`config.mk`:
```
export PLATFORM = sky130hd
export DESIGN_NAME = rnd_unit
export DESIGN_NICKNAME = d
export VERILOG_FILES = /design/src/rtl/rnd_pkg.sv /design/src/rtl/rnd_add.sv /design/src/rtl/rnd_flags.sv /design/src/rtl/rnd_unit.sv
export SDC_FILE = /design/constraint.sdc
export NUM_CORES = 1
export LEC_CHECK = 0
export ABC_CLOCK_PERIOD_IN_PS = 2860
export BUFFER_PORTS_ARGS = -buffer_cell sky130_fd_sc_hd__buf_2
export CAP_MARGIN = 20
export CORE_AREA = 2 2 81 83
export DETAILED_ROUTE_END_ITERATION = 7
export DIE_AREA = 0 0 83 85
export PLACE_DENSITY = 0.74
export SETUP_SLACK_MARGIN = 0.4
export SLEW_MARGIN = 40
export SYNTH_ARGS = -nofsm -noshare
export SYNTH_HDL_FRONTEND = slang
export SYNTH_SLANG_ARGS = --single-unit
```
`constraint.sdc`:
```
create_clock -name clk -period 2.86 [get_ports clk]
set_clock_uncertainty 0.2 [all_clocks]
set_input_delay 0.572 -clock clk [delete_from_list [all_inputs] [get_ports clk]]
set_output_delay 0.572 -clock clk [all_outputs]
set_load 0.1 [all_outputs]
```
`src/rtl/rnd_pkg.sv`:
```
package rnd_pkg;

    // Encoding of the condition-select field that steers the decision flag.
    typedef enum logic [2:0] {
        SEL_CARRY = 3'b000,
        SEL_NEG   = 3'b001,
        SEL_ZERO  = 3'b010,
        SEL_OVF   = 3'b011,
        SEL_GT    = 3'b100,
        SEL_GE    = 3'b101,
        SEL_RSV6  = 3'b110,
        SEL_RSV7  = 3'b111
    } cond_sel_e;

    typedef struct packed {
        logic dc;
        logic n;
        logic z;
        logic v;
        logic gt;
    } flag_t;

    localparam flag_t FLAGS_CLEAR = '{dc: 1'b0, n: 1'b0, z: 1'b0, v: 1'b0, gt: 1'b0};

endpackage

```
`src/rtl/rnd_add.sv`:
```
module rnd_add #(
    parameter int GUARD_W = 8,
    parameter int WORD_W  = 32
) (
    input  logic [GUARD_W+WORD_W-1:0] src,
    output logic [GUARD_W+WORD_W-1:0] rounded,
    output logic                      carry,
    output logic                      ovf
);
    localparam int DATA_W = GUARD_W + WORD_W;
    localparam int LOW_W  = WORD_W / 2;
    localparam int MSB    = DATA_W - 1;
    localparam logic [DATA_W:0] HALF_LSB = (DATA_W+1)'(1) << (LOW_W - 1);

    logic [DATA_W:0]   sum;
    logic [DATA_W-1:0] keep_mask;

    // Mask that keeps the significant upper part and drops the low word.
    for (genvar b = 0; b < DATA_W; b++) begin : g_mask
        if (b < LOW_W) begin : g_drop
            assign keep_mask[b] = 1'b0;
        end else begin : g_keep
            assign keep_mask[b] = 1'b1;
        end
    end

    always_comb begin
        sum     = {1'b0, src} + HALF_LSB;
        rounded = sum[DATA_W-1:0] & keep_mask;
        carry   = sum[DATA_W];
        // Adding a positive constant can only overflow from non-negative to negative.
        ovf     = ~src[MSB] & sum[MSB];
    end

endmodule

```
`src/rtl/rnd_flags.sv`:
```
module rnd_flags
    import rnd_pkg::*;
#(
    parameter int DATA_W = 40
) (
    input  logic [DATA_W-1:0] rounded,
    input  logic              carry,
    input  logic              ovf,
    input  logic [2:0]        sel,
    output flag_t             flags
);
    logic neg, zero, gt, ge;
    cond_sel_e mode;

    always_comb begin
        neg  = rounded[DATA_W-1];
        zero = ~|rounded;
        ge   = ~(neg ^ ovf);
        gt   = ge & ~zero;
        mode = cond_sel_e'(sel);
    end

    always_comb begin
        flags.n  = neg;
        flags.z  = zero;
        flags.v  = ovf;
        flags.gt = gt;
        unique case (mode)
            SEL_CARRY: flags.dc = carry;
            SEL_NEG:   flags.dc = neg;
            SEL_ZERO:  flags.dc = zero;
            SEL_OVF:   flags.dc = ovf;
            SEL_GT:    flags.dc = gt;
            SEL_GE:    flags.dc = ge;
            SEL_RSV6,
            SEL_RSV7:  flags.dc = 1'b0;
            default:   flags.dc = 1'b0;
        endcase
    end

endmodule

```
`src/rtl/rnd_unit.sv`:
```
module rnd_unit
    import rnd_pkg::*;
#(
    parameter int GUARD_W = 8,
    parameter int WORD_W  = 32
) (
    input  logic                      clk,
    input  logic                      rst,
    input  logic                      in_valid,
    input  logic [GUARD_W+WORD_W-1:0] src_op,
    input  logic [2:0]                cond_sel,
    output logic [GUARD_W+WORD_W-1:0] result,
    output logic                      flag_dc,
    output logic                      flag_n,
    output logic                      flag_z,
    output logic                      flag_v,
    output logic                      flag_gt
);
    localparam int DATA_W = GUARD_W + WORD_W;

    logic [DATA_W-1:0] rnd_val;
    logic              rnd_carry;
    logic              rnd_ovf;
    flag_t             next_flags;
    flag_t             flags_q;
    logic [DATA_W-1:0] result_q;

    rnd_add #(.GUARD_W(GUARD_W), .WORD_W(WORD_W)) u_add (
        .src     (src_op),
        .rounded (rnd_val),
        .carry   (rnd_carry),
        .ovf     (rnd_ovf)
    );

    rnd_flags #(.DATA_W(DATA_W)) u_flags (
        .rounded (rnd_val),
        .carry   (rnd_carry),
        .ovf     (rnd_ovf),
        .sel     (cond_sel),
        .flags   (next_flags)
    );

    // State register: loads on an accepted operation, otherwise holds.
    always_ff @(posedge clk) begin
        if (rst) begin
            result_q <= '0;
            flags_q  <= FLAGS_CLEAR;
        end else if (in_valid) begin
            result_q <= rnd_val;
            flags_q  <= next_flags;
        end
    end

    always_comb begin
        result  = result_q;
        flag_dc = flags_q.dc;
        flag_n  = flags_q.n;
        flag_z  = flags_q.z;
        flag_v  = flags_q.v;
        flag_gt = flags_q.gt;
    end

endmodule

```
==> run_results.csv, run 1 <==
group,metric,value,unit
outcome,status,"complete, no violations",
synthesis,synth_edf_count,0,
power,seqPwrFrac,35.6,%
synthesis,yosys_warnings,0,
synthesis,synthCells,254,
floorplan,io_pins,91,
power,netSwitchingFraction,45.4,%
route,antenna_left,0,
cts,htreeDepth,1,
route,vias,2143,
cts,cts_root_buffer,"clkbuf_8",
floorplan,rows,29,
power,finalPower,1.20,mW
cells_and_area,syn_to_final_growth,39.5,%
cells_and_area,fin_util,47.0,%
worst_setup_path,crit_buf_inv,2,
cells_and_area,regArea,561,um2
sta,whs,0.279,ns
cts,cts_inserted_buffers,3,
cells_and_area,fin_cells,422,
cts,cts_sinks,28,
run,drv_cap,0,
sta,timing.slew.headroom,62.4,%
power,power_leakage,1.25,nW
route,drt-initial-drc-count,133,
sta,fmaxAchievable,384,MHz
worst_setup_path,cp.arrival,2.56,ns
sta,rsz0062_at_grt,"yes",
route,drc,0,
cells_and_area,drive_above_1_share,41.2,%
sta,finalCritPeriodShare,91.1,%
grt,grt.overflow.total,0,
route,wl_per_cell,13.6,um
sta,fin_ws,0.254,ns
synthesis,synth_area_per_cell,8.23,um2
synthesis,async_reset_ff_share,0,%
worst_setup_path,rrSetupSlack,1.90,ns
sta,post-route-min-period,2.61,ns
placed_design,pre_cts_ws,-0.0576,ns
grt,antenna_found_initial,0,
worst_setup_path,crit_required,2.82,ns
cts,cts_tree,"yes",
grt,grt.total_usage,15.7,%
placed_design,place_area,2620,um2
worst_setup_path,critPathMaxFanout,4,
cts,insertion_delay,0.28,ns
floorplan,die_y,85,um
cells_and_area,fin_area,2920,um2
worst_setup_path,crit_chain,"buf_2 > ha_4 > nand3_4 > buf_4 > or4_4 > a211oi_2 > o22ai_2 > nor4_4 > mux2i_1 > a311oi_1",
min_path,min_path_cells,2,
power,ir_drop,0.226,mV
floorplan,start_util,33.7,%
route,wl,5740,um
grt,grt_pass1_wl,9190,um
floorplan,die_w,83,um
power,clock_power_share,20.8,%
sta,hold_violations,0,
worst_setup_path,crit_path_end_kind,"register",
sta,finalMaxSlewViolations,0,
cts,clk_pin_slew,0.11,ns
placed_design,dp_hpwl,4300,um
cells_and_area,nets,395,
cells_and_area,n_antenna_cell,0,
cells_and_area,multi_input_area,1450,um2
worst_setup_path,path_delay_family,"simple AND/OR/NAND/NOR gates",
floorplan,die-area,7060,um2
sta,finalSetupTns,0,ns
worst_setup_path,r2r_cells,2,
route,firstDrtPassIters,4,
cells_and_area,fill_cells,600,
worst_setup_path,critPathKind,"in2reg",
worst_setup_path,path_depth,10,
cts,clk_path_buf_depth,2,
synthesis,ys_seq_area_share,26.8,%
placed_design,port_buffers,59,
synthesis,ys_seq_elements,28,
placed_design,place.gp.congestion,0.822,
worst_setup_path,slowest_delay,0.45,ns
sta,setup_viol,0,
power,comb_power_share,43.6,%
synthesis,ys_types,56,
floorplan,design.core.area,6200,um2
synthesis,ys.flop_type,"dfxtp_1",
route,viasPerCell,5.08,
power,power.internal,657,uW
power,powerDensity,413,nW/um2
grt,grt_pass1_vias,1997,
power,p_switching,547,uW
grt,grt_max_degree,33,
worst_setup_path,critPathSlowestCell,"or4_4",
min_path,worst_hold_path_type,"reg2reg",
placed_design,dp.cells,405,
synthesis,synth_area,2090,um2
worst_setup_path,worstSetupStartpointType,"input pin",
sta,worstMarginPinSlew,0.564,ns
-- worst reg2reg max path: stages, from the launching register on --
cell	delay [ns]
dfxtp_1	0.38
nor2_1	0.05
a311oi_1	0.25
-- state kept, by name, summed over array words and instances, names as in the netlist --
register	flops
flag_n	1
flag_dc	1
flag_z	1
result	23
flag_gt	1
flag_v	1
-- metal layers --
layer	GRT usage, %	wire, um	vias up
li1	-	-	1081
met1	19.2	2470	972
met2	26.9	2780	81
met3	3.31	357	9
met4	6.26	124	0
met5	0	0	-
-- placed cells by master (no fill, tap or decap), types with 4 or more instances in the layout --
cell,count
mux2i_1,4
and3_1,4
nand3_1,10
a311oi_1,5
dfxtp_1,28
xnor2_1,8
nand2_1,13
nor4_1,6
nor3_1,7
conb_1,16
a211oi_1,21
xor2_1,12
nand4_1,5
buf_4,32
buf_2,51
clkbuf_8,4
buf_6,21
a21oi_1,6
nor2_1,32
-- timing repair --
item	CTS	global route
pin swaps	9	4
endpoints found under the hold margin	0	0
gates resized for setup	20	12
setup endpoints to repair	3	6
setup buffers	10	3
hold buffers	0	0
-- layout make-up --
cell class | instances | area share (%)
Clock buffer | 4 | 1.89
Inverter | 3 | 0.386
Multi-Input combinational cell | 205 | 49.6
Sequential cell | 28 | 19.2
Tap cell | 77 | 3.30
Timing Repair Buffer | 105 | 25.6
-- power by group through the flow --
stage | logic (mW) | clock network (mW) | registers (mW)
finish | 0.525 | 0.251 | 0.429
global route | 0.549 | 0.274 | 0.432
CTS | 0.521 | 0.255 | 0.429
detailed placement | 0.506 | 0 | 0.438
global placement | 0.500 | 0 | 0.437
floorplan | 0.234 | 0 | 0.621
-- worst paths after layout --
path	from	endpoint
worst max-delay path	src_op[16]	flag_dc
worst min-delay path	flag_z	flag_z
worst max register to register	result[27]	result[27]
worst min register to register	flag_z	flag_z
-- synth_stat cells (2+ instances only) --
| cell type | number | share of area, % |
|---|---|---|
| clkbuf_8 | 4 | 2.6 |
| nand3b_1 | 2 | 0.72 |
| and3_1 | 4 | 1.2 |
| nor3_1 | 8 | 1.9 |
| nand2_1 | 16 | 2.9 |
| inv_1 | 3 | 0.54 |
| a21oi_1 | 6 | 1.4 |
| clkbuf_1 | 9 | 1.6 |
| nand2b_1 | 2 | 0.60 |
| a21o_1 | 2 | 0.72 |
| nor2_1 | 32 | 5.7 |
| or3_1 | 2 | 0.60 |
| nor3_2 | 2 | 0.96 |
| buf_6 | 2 | 1.1 |
| o21ai_0 | 3 | 0.72 |
| a31oi_1 | 2 | 0.60 |
| a211oi_1 | 23 | 8.3 |
| or3_2 | 2 | 0.72 |
| buf_4 | 17 | 6.1 |
| xnor2_1 | 9 | 3.8 |
| dfxtp_1 | 28 | 27 |
| ha_1 | 3 | 1.8 |
| mux2i_1 | 4 | 1.9 |
| xor2_1 | 12 | 5.0 |
| nand4b_1 | 2 | 0.84 |
| nor4_1 | 6 | 1.8 |
| nand3_1 | 12 | 2.9 |
| a311oi_1 | 5 | 2.1 |
| nand4_1 | 5 | 1.5 |
-- cell families after synthesis --
family,Yosys count,synth area share (%)
AO/OA/AOI/OAI,49,17.0
adder cells (fa/ha/maj),3,1.80
buffers and inverters,36,12.2
AND/OR/NAND/NOR,111,30.8
multiplexers,5,2.46
other,1,0.179
flip-flops,28,26.8
XOR/XNOR,21,8.80
Note: power is estimated with default switching activity, not from simulation.
==> inputs of run 2 (changes only) <==
Settings changed: BUFFER_PORTS_ARGS -buffer_cell sky130_fd_sc_hd__buf_2 to unset, DONT_BUFFER_PORTS set to 1, PLACE_DENSITY 0.74 to 0.6.
==> run 2 against run 1 <==
- final area decreased by 18%
- flip-flop and latch count unchanged
- global-route usage decreased by 0.95 points
- combinational power shrank 17%
- worst hold slack lost 0.11 ns
- core utilization decreased by 8.5 points
- power down 12%
- count of clock-buffer cells in the layout decreased by 1
- largest cell class unchanged
- highest routed layer unchanged
==> run_results.csv, run 2 (synthesis results as in run 1) <==
group,metric,value,unit
worst_setup_path,r2r_end,"flag_n",
cts,postCtsSetupRepairBufs,0,
power,power_leakage,0.893,nW
cts,cts_inserted_buffers,3,
cts,htreeDepth,1,
min_path,worst_hold_path_type,"in2reg",
sta,worstMarginPinSlew,0.552,ns
floorplan,design.core.area,6200,um2
power,ir_drop,0.204,mV
floorplan,die-area,7060,um2
min_path,worstHoldStart,"rst",
worst_setup_path,r2r_cells,3,
route,antenna_left,0,
worst_setup_path,critPathKind,"in2reg",
cts,clk_pin_slew,0.09,ns
grt,grt.total_usage,14.7,%
cells_and_area,largest_reg_flops,23,
worst_setup_path,worstSetupStartpointType,"input pin",
placed_design,place.gp.congestion,0.879,
floorplan,start_util,33.7,%
sta,fmaxAchievable,399,MHz
worst_setup_path,rrSetupSlack,1.54,ns
sta,fin_ws,0.353,ns
cts,clk_path_buf_depth,2,
min_path,min_path_cells,1,
floorplan,die_y,85,um
sta,rsz0062_at_grt,"yes",
sta,post-route-min-period,2.51,ns
worst_setup_path,r2r-start,"flag_n",
run,drv_cap,0,
sta,timing.slew.headroom,63.2,%
floorplan,io_pins,91,
cts,ctsHoldBuffers,0,
sta,finalSetupTns,0,ns
sta,whs,0.168,ns
cells_and_area,final_cell_mix,"buf_4 (36), nor2_1 (32), dfxtp_1 (27)",
placed_design,port_buffers,0,
route,viasPerCell,5.06,
sta,setup_viol,0,
route,vias,1782,
cells_and_area,drive_above_1_share,24.4,%
cells_and_area,syn_to_final_growth,14.3,%
sta,finalCritPeriodShare,87.7,%
placed_design,dp_hpwl,4050,um
grt,antenna_found_initial,0,
worst_setup_path,crit_path_end_kind,"register",
sta,hold_violations,0,
placed_design,place_area,2350,um2
grt,grt_pass1_vias,1619,
route,wl_per_cell,14.5,um
grt,grt_pass1_wl,8630,um
cts,cts_sinks,28,
worst_setup_path,crit_required,2.84,ns
route,wl,5110,um
route,drc,0,
sta,finalMaxSlewViolations,0,
route,drt-initial-drc-count,68,
cts,cts_root_buffer,"clkbuf_8",
grt,grt_max_degree,55,
grt,grt.overflow.total,0,
cts,cts_tree,"yes",
floorplan,die_w,83,um
floorplan,rows,29,
cells_and_area,n_antenna_cell,0,
placed_design,pre_cts_ws,-0.00548,ns
cts,post_cts_resized,0,
cells_and_area,fin_area,2390,um2
worst_setup_path,cp.arrival,2.49,ns
cells_and_area,nets,326,
outcome,status,"complete, no violations",
cts,insertion_delay,0.27,ns
route,firstDrtPassIters,4,
cells_and_area,mostFrequentLayoutCell,"buf_4",
power,powerDensity,446,nW/um2
min_path,hold_path_end,"result[17]",
worst_setup_path,critPathMaxFanout,7,
## run 2: worst max path at each step
stage               startpoint      end  slack (ns)
detailed placement  src_op[29]  flag_dc      -0.005
finish              src_op[23]  flag_dc        0.35
CTS                 src_op[23]  flag_dc        0.28
floorplan           src_op[22]  flag_dc        0.12
global route        src_op[23]  flag_dc        0.19
global placement    src_op[29]  flag_dc        0.02
## run 2: where the power goes
group	total (mW)	leakage [nW]	switching, mW	internal (mW)
sequential	0.422	0.232	0.00713	0.415
clock	0.208	0.0216	0.113	0.0943
combinational	0.435	0.639	0.347	0.0884
total	1.07	0.893	0.467	0.598
## run 2: critical path, cell delays in order
cell,delay (ns)
nand4_1,0.08
or3_4,0.38
nor3_4,0.16
nand2_1,0.08
or2_4,0.24
inv_2,0.06
ha_4,0.21
o21a_1,0.17
o21ai_1,0.12
nand2_1,0.06
nand2_1,0.06
a21oi_1,0.04
a311oi_1,0.25
## run 2: final cells by class
class	instances	area, um2
clock buffers	3	41.3
fillers	634	3820
inverters	3	11.3
multi-input cells	205	1410
flip-flops and latches	28	562
well taps	77	96.3
repair buffers	36	270
## run 2: through the flow
stage          power [mW]  utilization (%)  cells
2_1_floorplan       0.855                -    269
3_3_place_gp        0.866             37.8    349
3_5_place_dp        0.868             37.8    349
4_1_cts              1.08             38.5    352
5_1_grt              1.12             38.5    352
6_report             1.07             38.5    352
## run 2: metal layers
metal,vias to the layer above,GRT usage [%],wire [um],part of all wire (%)
li1,943,-,-,-
met1,793,20.5,2400,47
met2,44,23.4,2390,47
met3,2,2.82,281,5.5
met4,0,4.02,36,0.70
met5,-,0,0,0
